===== src/rtl/banked_regfile.sv =====
module banked_regfile #(
  parameter int DW = 32,
  parameter int AW = 4
) (
  input  logic          clk,
  input  logic          rst,
  input  logic [4:0]    mode,
  input  logic [AW-1:0] ra_idx,
  input  logic [AW-1:0] rb_idx,
  output logic [DW-1:0] rd_a,
  output logic [DW-1:0] rd_b,
  input  logic          wr_en,
  input  logic [AW-1:0] wr_idx,
  input  logic [DW-1:0] wr_data,
  input  logic          sv_wr_en,
  input  logic [DW-1:0] sv_wr_data,
  output logic [DW-1:0] sv_rd_data
);
  localparam int NREG      = 1 << AW;
  localparam int NFIQ      = 7;
  localparam int NPAIR     = 4;
  localparam int FIQ_BASE  = NREG;
  localparam int PAIR_BASE = NREG + NFIQ;
  localparam int NPHYS     = PAIR_BASE + 2 * NPAIR;
  localparam int NSV       = NPAIR + 1;
  localparam int PW        = $clog2(NPHYS);

  typedef enum logic [2:0] {B_USR, B_FIQ, B_IRQ, B_SVC, B_ABT, B_UND} bank_t;

  logic [DW-1:0] rf [NPHYS];
  logic [DW-1:0] sv [NSV];
  bank_t         bank;
  logic [2:0]    sidx;
  logic          priv;

  always_comb begin
    case (mode)
      5'b10001: bank = B_FIQ;
      5'b10010: bank = B_IRQ;
      5'b10011: bank = B_SVC;
      5'b10111: bank = B_ABT;
      5'b11011: bank = B_UND;
      default:  bank = B_USR;
    endcase
  end

  function automatic logic [PW-1:0] phys(bank_t b, logic [AW-1:0] i);
    int n;
    n = int'(i);
    if (b == B_FIQ && n >= 8 && n <= 14)
      return PW'(FIQ_BASE + n - 8);
    if (b != B_USR && b != B_FIQ && (n == 13 || n == 14))
      return PW'(PAIR_BASE + 2 * (int'(b) - 2) + n - 13);
    return PW'(n);
  endfunction

  assign priv       = (bank != B_USR);
  assign sidx       = priv ? 3'(bank) - 3'd1 : 3'd0;
  assign rd_a       = rf[phys(bank, ra_idx)];
  assign rd_b       = rf[phys(bank, rb_idx)];
  assign sv_rd_data = priv ? sv[sidx] : '0;

  always_ff @(posedge clk) begin
    if (rst) begin
      for (int k = 0; k < NPHYS; k++) rf[k] <= '0;
      for (int k = 0; k < NSV; k++) sv[k] <= '0;
    end else begin
      if (wr_en) rf[phys(bank, wr_idx)] <= wr_data;
      if (sv_wr_en && priv) sv[sidx] <= sv_wr_data;
    end
  end
endmodule


===== config.mk =====
export PLATFORM = sky130hd
export DESIGN_NAME = banked_regfile
export DESIGN_NICKNAME = d
export VERILOG_FILES = /design/src/rtl/banked_regfile.sv
export SDC_FILE = /design/constraint.sdc
export NUM_CORES = 2
export LEC_CHECK = 0
export ABC_CLOCK_PERIOD_IN_PS = 14600
export BUFFER_PORTS_ARGS = -buffer_cell sky130_fd_sc_hd__buf_4
export CAP_MARGIN = 0
export CORE_UTILIZATION = 47
export DETAILED_ROUTE_END_ITERATION = 16
export PLACE_DENSITY = 0.62
export SYNTH_ARGS = -nofsm -noshare
export SYNTH_HDL_FRONTEND = slang
export SYNTH_SLANG_ARGS = --single-unit

===== constraint.sdc =====
create_clock -name clk -period 14.6 [get_ports clk]
set_clock_uncertainty 0.15 [all_clocks]
set_input_delay 4.38 -clock clk [delete_from_list [all_inputs] [get_ports clk]]
set_output_delay 4.38 -clock clk [all_outputs]
set_load 0.02 [all_outputs]

======== Word level (Yosys, flattened, before mapping) ========
Memory sizes are Yosys's and may differ from the RTL's.
Index checks and enable logic that the tools add are counted.
word-level totals
  register bits after elaboration ......... 0
  latch bits .............................. 0
  memory bits (writable) .................. 1152
  memory bits (read-only) ................. 0
  bits of input ports ..................... 85
  output and inout port bits .............. 96
  word-level logic and storage cells ...... 97
  memories ................................ 2
memory list
  name  words  bits a word  read ports  clocked after Yosys merged registers in  wr ports  line  source
  rf    31     32           2           0                                        31        30    logic [DW-1:0] rf [NPHYS];
  sv    5      32           1           0                                        5         31    logic [DW-1:0] sv [NSV];
operators by class
  add/subtract/negate cells ............... 15
  multipliers ............................. 0
  divide/modulo/power cells ............... 0
  $lt $le $gt $ge ......................... 6
  eq/ne operators ......................... 13
  shift-type cells ........................ 0
  muxes and demuxes ....................... 44
  bitwise logic cells ..................... 0
  reductions and logical operators ........ 17
operator list
  cell                   count
  $mux W32               3
  $mux W5                15
  $reduce_or A32 Y1      2
  $eq A5 B5 Y1 const B   5
  $mux W1                23
  $add A5 B4 Y5 const A  3
  $add A5 B5 Y5          3
  $pmux W3 S5            1
  $sub A5 B4 Y5 const B  3
  $sub A5 B5 Y5 const B  3
  $eq A4 B2 Y1 const B   3
  $eq A4 B3 Y1 const B   3
  $ge A4 B4 Y1 const B   3
  $le A4 B4 Y1 const B   3
  $logic_and A1 B1 Y1    11
  $mux W3                2
  $add A5 B5 Y5 const A  1
  $sub A3 B2 Y4 const B  1
  $eq A3 B1 Y1 const B   1
  $logic_or A1 B1 Y1     3
  $ne A3 B1 Y1 const B   1
  $reduce_bool A3 Y1     1
  $sub A3 B1 Y3 const B  1

======== Depth between registers and ports, before layout ========
  depth in word-level cells ............... 16
  mapped depth ............................ 21
  gate-level depth less buffers ........... 16

======== Least setup slack after synthesis ========
OpenSTA, ideal clock, no wires.
  kind .................................... input -> output
  start ................................... input port mode[3]
  end ..................................... output port rd_a[21]
  arrival ................................. 8831 ps
  data required time ...................... 10070 ps
  setup slack ............................. 1239 ps
  stages .................................. 20
  path buffers ............................ 6
  cells stage by stage .................... nor2b_1 or3_1 clkbuf_1 buf_2 clkbuf_1 buf_1 ha_1 clkbuf_1 xnor2_1 ha_1 inv_1 fa_1 xnor2_1 xnor2_1 o31a_1 clkbuf_1 or3_1 a21oi_1 a21oi_1 o221ai_1
between the ends
  cells in the longest elaborated chain, start to end .. 10
  elaborated cells between the ends (all ways) .. 24
  classes of those cells .................. add/sub: 4; eq/ne: 7; mux: 7; reduce/logical: 5; memory: 1
ends and longest elaborated chain
  item                                                                      line    source
  start, declared                                                           7       input logic [4:0] mode,
  $eq A5 B5 Y1                                                              37      case (mode)
  $pmux W3 S5 *                                                             37
  $sub A3 B2 Y4 (tied with other cells)                                     53      return PW'(PAIR_BASE + 2 * (int'(b) - 2) + n - 13);
  $add A5 B5 Y5 / $logic_and A1 B1 Y1 (equally long branches) (2 in a row)  53, 52
  $sub A5 B5 Y5 / $mux W1 (equally long branches)                           53, 52
  $mux W5 / $mux W1 (equally long branches)                                 52      if (b != B_USR && b != B_FIQ && (n == 13 || n == 14))
  $mux W5                                                                   54      return PW'(n);
  $mux W5 *                                                                 52
  $mem_v2 Z31 W32 *                                                         -
  end, declared                                                             10      output logic [DW-1:0] rd_a,
Mark *: on every way between the ends. The rest lies on a longest branch, timed or not. The select of a mux whose other input is x is not followed.

======== Final worst setup path ========
  start ................................... input port mode[0]
  end ..................................... output port rd_a[12]
Same word-level chain as after synthesis.

==> reports/results.ini <==
[sta]
number_of_max_slew_violations_in_the_final_report=0
max_slew.worst_pin.slew_ns=1.42
fmax_ghz=0.0708
setup_ws_ns=0.484
max-slew-margin-rel_pct=5.62
report.final.hold_viol_count=0
setup_tns_ns=0
finalSetupViolations=0
period_minus_slack_ns=14.12
grt_setup_unrepaired=false
timing.final.crit_share_pct=96.7

[layout]
area_growth_syn_to_layout_pct=12.1
fraction_of_final_layout_cells_sized_beyond_drive_strength_1_pct=14.0
area_of_all_placed_cells_without_fillers_um2=72600
n_fill_cell=11460
layoutNonFillerInstCount=7327
layout.nets=5543
final_core_utilization_pct=53.3

[pwr]
p_int_w=0.00643
power_per_cell_area_nw_per_um2=122
power.sequential.fraction_pct=48.7
worst_ir_drop_vdd_v=0.000106
logic_pwr_share_pct=12.9
static-leakage-power_nw=25.1
power.clock.fraction_pct=38.4
netSwitchingFraction_pct=27.6
p_switching_w=0.00245

[worst_hold_path]
worstHoldPathType=in2reg

[routing]
vias_per_cell=6.88
remaining_drc_errors=0
routed-wl-met2_um=110000
drt_pass1_iterations=8
via_count=50393
drt-met1-wl_um=91500
drt.antenna.violating_nets=0
drt_iter0_drc=8305
dr.max_layer_used=met5
finalWirelength_um=244000
routed-wl-met3_um=30300
wl_per_cell_um=33.3

[logic_synthesis]
postSynth.topFlopCell=sky130_fd_sc_hd__edfxtp_1
synth_warnings=0
yosysSeqAreaShare_pct=59.4
ys_types=71
synth_nets=5605
synth-async-reset-ratio_pct=0
synthesis.instances=5500
synth_enable_flop_cells=1280
postSynthRegisterBits=1280
avgSynthCellArea_um2=11.8
syn-cell-area_um2=64800

[grt]
global_route_wire_length_before_repair_um=344000
first_global_vias=48227
gr-total-overflow=0
antenna_found_initial=22
grt_usage_pct=34.1
largest_net_degree_at_the_start_of_global_routing=125

[clock_network]
cts-buffers-inserted=141
worst_setup_hold_path_clk_slew_ns=0.06
clock_sink_count=1280
post_cts_resized=0
cts_tree=yes
h_tree_depth_reported_by_cts=4
cts_hold_buffers=0
postCtsSetupBuffers=0
clock_tree.root_cell=sky130_fd_sc_hd__clkbuf_16
cts_max_path_buffers=3

[worst_setup_path]
worst_setup_path_class=in2out
worst_path_most_repeated_cell=sky130_fd_sc_hd__buf_4
slowest_stage=sky130_fd_sc_hd__o21ai_0
worst-path-buf-inv=5
max_stage_delay_ns=0.76
crit_arrival_ns=9.59
crit_path_cell_trace=buf_4 -> nand3_1 -> nor2_1 -> inv_1 -> ha_1 -> xor2_1 -> ha_1 -> inv_1 -> fa_1 -> nor2b_1 -> o311a_1 -> nor2_4 -> buf_4 -> o221ai_1 -> nand4_1 -> o21ai_0 -> o221ai_1 -> buf_4
crit_end_category=output pin
worst_ep_required_time_ns=10.07
cp_max_fo=17
critical-path-top-delay-family=compound AO/OA/AOI/OAI gates
start_kind=input port

[floorplan]
die_width_um=373
height_of_the_chip_um=373
std_cell_rows=135
die_area_um2=139000
floorplan.initialDensity_pct=47.6
core_um2=136000
io_pins=181

[placed_design]
dpl.cell_count=7076
gp_congestion=0.909
dpl-instance-area_um2=68300
detailedPlacementHpwl_um=139000
io_buffer_count=180
dp_worst_setup_slack_ns=0.629

[job]
drv_cap=0

[outcome]
outcome=finished clean

-- synth_stat cells (26+ instances only) --
library cell	count	area (µm²)
sky130_fd_sc_hd__and2_1	1155	7230
sky130_fd_sc_hd__mux2i_1	99	991
sky130_fd_sc_hd__a22o_1	26	228
sky130_fd_sc_hd__nand4_1	64	400
sky130_fd_sc_hd__a31o_2	32	280
sky130_fd_sc_hd__clkbuf_1	480	1800
sky130_fd_sc_hd__nor2_1	139	522
sky130_fd_sc_hd__o21ai_0	111	556
sky130_fd_sc_hd__mux4_2	67	1510
sky130_fd_sc_hd__or2_2	39	244
sky130_fd_sc_hd__a21oi_1	229	1150
sky130_fd_sc_hd__nand2_1	426	1600
sky130_fd_sc_hd__a31oi_1	63	394
sky130_fd_sc_hd__o22a_1	32	280
sky130_fd_sc_hd__buf_2	68	340
sky130_fd_sc_hd__nand3_1	121	606
sky130_fd_sc_hd__or3_1	37	231
sky130_fd_sc_hd__nor3_1	79	395
sky130_fd_sc_hd__a221oi_1	90	788
sky130_fd_sc_hd__o22ai_1	149	932
sky130_fd_sc_hd__o221ai_1	367	3210
sky130_fd_sc_hd__edfxtp_1	1280	38400
sky130_fd_sc_hd__o21ai_1	33	165
sky130_fd_sc_hd__and3_1	27	169
sky130_fd_sc_hd__a22oi_1	65	488
-- placed cells by master (no fill, tap or decap), types with 11 or more instances in the layout --
cell type / count
sky130_fd_sc_hd__a221oi_1: 90
sky130_fd_sc_hd__a31o_2: 32
sky130_fd_sc_hd__a211o_1: 13
sky130_fd_sc_hd__clkinv_1: 31
sky130_fd_sc_hd__o221ai_1: 367
sky130_fd_sc_hd__clkbuf_1: 35
sky130_fd_sc_hd__nor2_4: 43
sky130_fd_sc_hd__a22oi_1: 65
sky130_fd_sc_hd__or2_2: 39
sky130_fd_sc_hd__a221o_1: 16
sky130_fd_sc_hd__buf_4: 344
sky130_fd_sc_hd__ha_1: 15
sky130_fd_sc_hd__a22o_1: 26
sky130_fd_sc_hd__o22a_1: 32
sky130_fd_sc_hd__or3_1: 36
sky130_fd_sc_hd__buf_12: 21
sky130_fd_sc_hd__a21oi_1: 226
sky130_fd_sc_hd__nand3_1: 119
sky130_fd_sc_hd__o211ai_1: 12
sky130_fd_sc_hd__nor3_1: 70
sky130_fd_sc_hd__o22ai_1: 149
sky130_fd_sc_hd__edfxtp_1: 1280
sky130_fd_sc_hd__mux2i_1: 99
sky130_fd_sc_hd__o21ai_0: 110
sky130_fd_sc_hd__inv_1: 21
sky130_fd_sc_hd__a211oi_1: 24
sky130_fd_sc_hd__a2111oi_0: 11
sky130_fd_sc_hd__and2_1: 1153
sky130_fd_sc_hd__and3_1: 27
sky130_fd_sc_hd__o21ai_1: 34
sky130_fd_sc_hd__clkbuf_16: 143
sky130_fd_sc_hd__clkinv_2: 20
sky130_fd_sc_hd__mux4_2: 67
sky130_fd_sc_hd__nand2_1: 424
sky130_fd_sc_hd__a31oi_1: 63
sky130_fd_sc_hd__nor2_1: 94
sky130_fd_sc_hd__nand4_1: 64
sky130_fd_sc_hd__a21o_1: 12
-- cells by family after synthesis --
family | Yosys count | share of synthesized area [%]
simple gates | 2104 | 17.8
xor+xnor | 14 | 0.201
flops | 1280 | 59.4
mux | 167 | 3.88
compound gates | 1322 | 14.8
fa+ha+maj | 20 | 0.421
buf+inv | 593 | 3.57
-- power by group through the flow --
stage                     registers (W)  logic [W]  clock network, W
after floorplan                 0.00436   0.000593                 0
after global placement          0.00439    0.00110                 0
after detailed placement        0.00439    0.00110                 0
after CTS                       0.00432    0.00111           0.00342
after global routing            0.00434    0.00118           0.00355
final                           0.00432    0.00114           0.00341
-- state kept, by name, indices dropped and copies added, names as in the netlist --
register	cells
rf	1024
sv	256
-- path summary, 6_finish.rpt --
kind	start	to	slack, ns	cells after the start
worst max-delay path	mode[0]	rd_a[12]	0.48	18
worst min-delay path	sv_wr_data[24]	sv[5][24]$_DFFE_PP_	3.65	1
-- metal layers --
metal,up-vias,global-route usage (%)
met5,-,0
met4,18,15.9
met3,807,8.23
met2,3781,52.6
met1,25001,45.6
li1,20786,-
-- area by class of cell --
type	instances	area, µm²	share of cell area [%]
tap	1781	2230	3.07
inverter	23	88.8	0.122
clock inverter	69	588	0.810
clock buffer	178	3710	5.11
timing repair buffer	365	3000	4.14
sequential	1280	38400	52.9
multi-input combinational	3627	24500	33.8
antenna	4	10.0	0.0138
-- stage by stage --
| stage | hold WS [ns] | power, W |
|---|---|---|
| 3_3_place_gp | 4.46 | 0.00549 |
| 3_5_place_dp | 4.46 | 0.00550 |
| 6_report | 3.65 | 0.00888 |
| 4_1_cts | 3.60 | 0.00885 |
| 2_1_floorplan | 4.33 | 0.00495 |
| 5_1_grt | 3.63 | 0.00907 |
(Power assumes the default switching activity.)
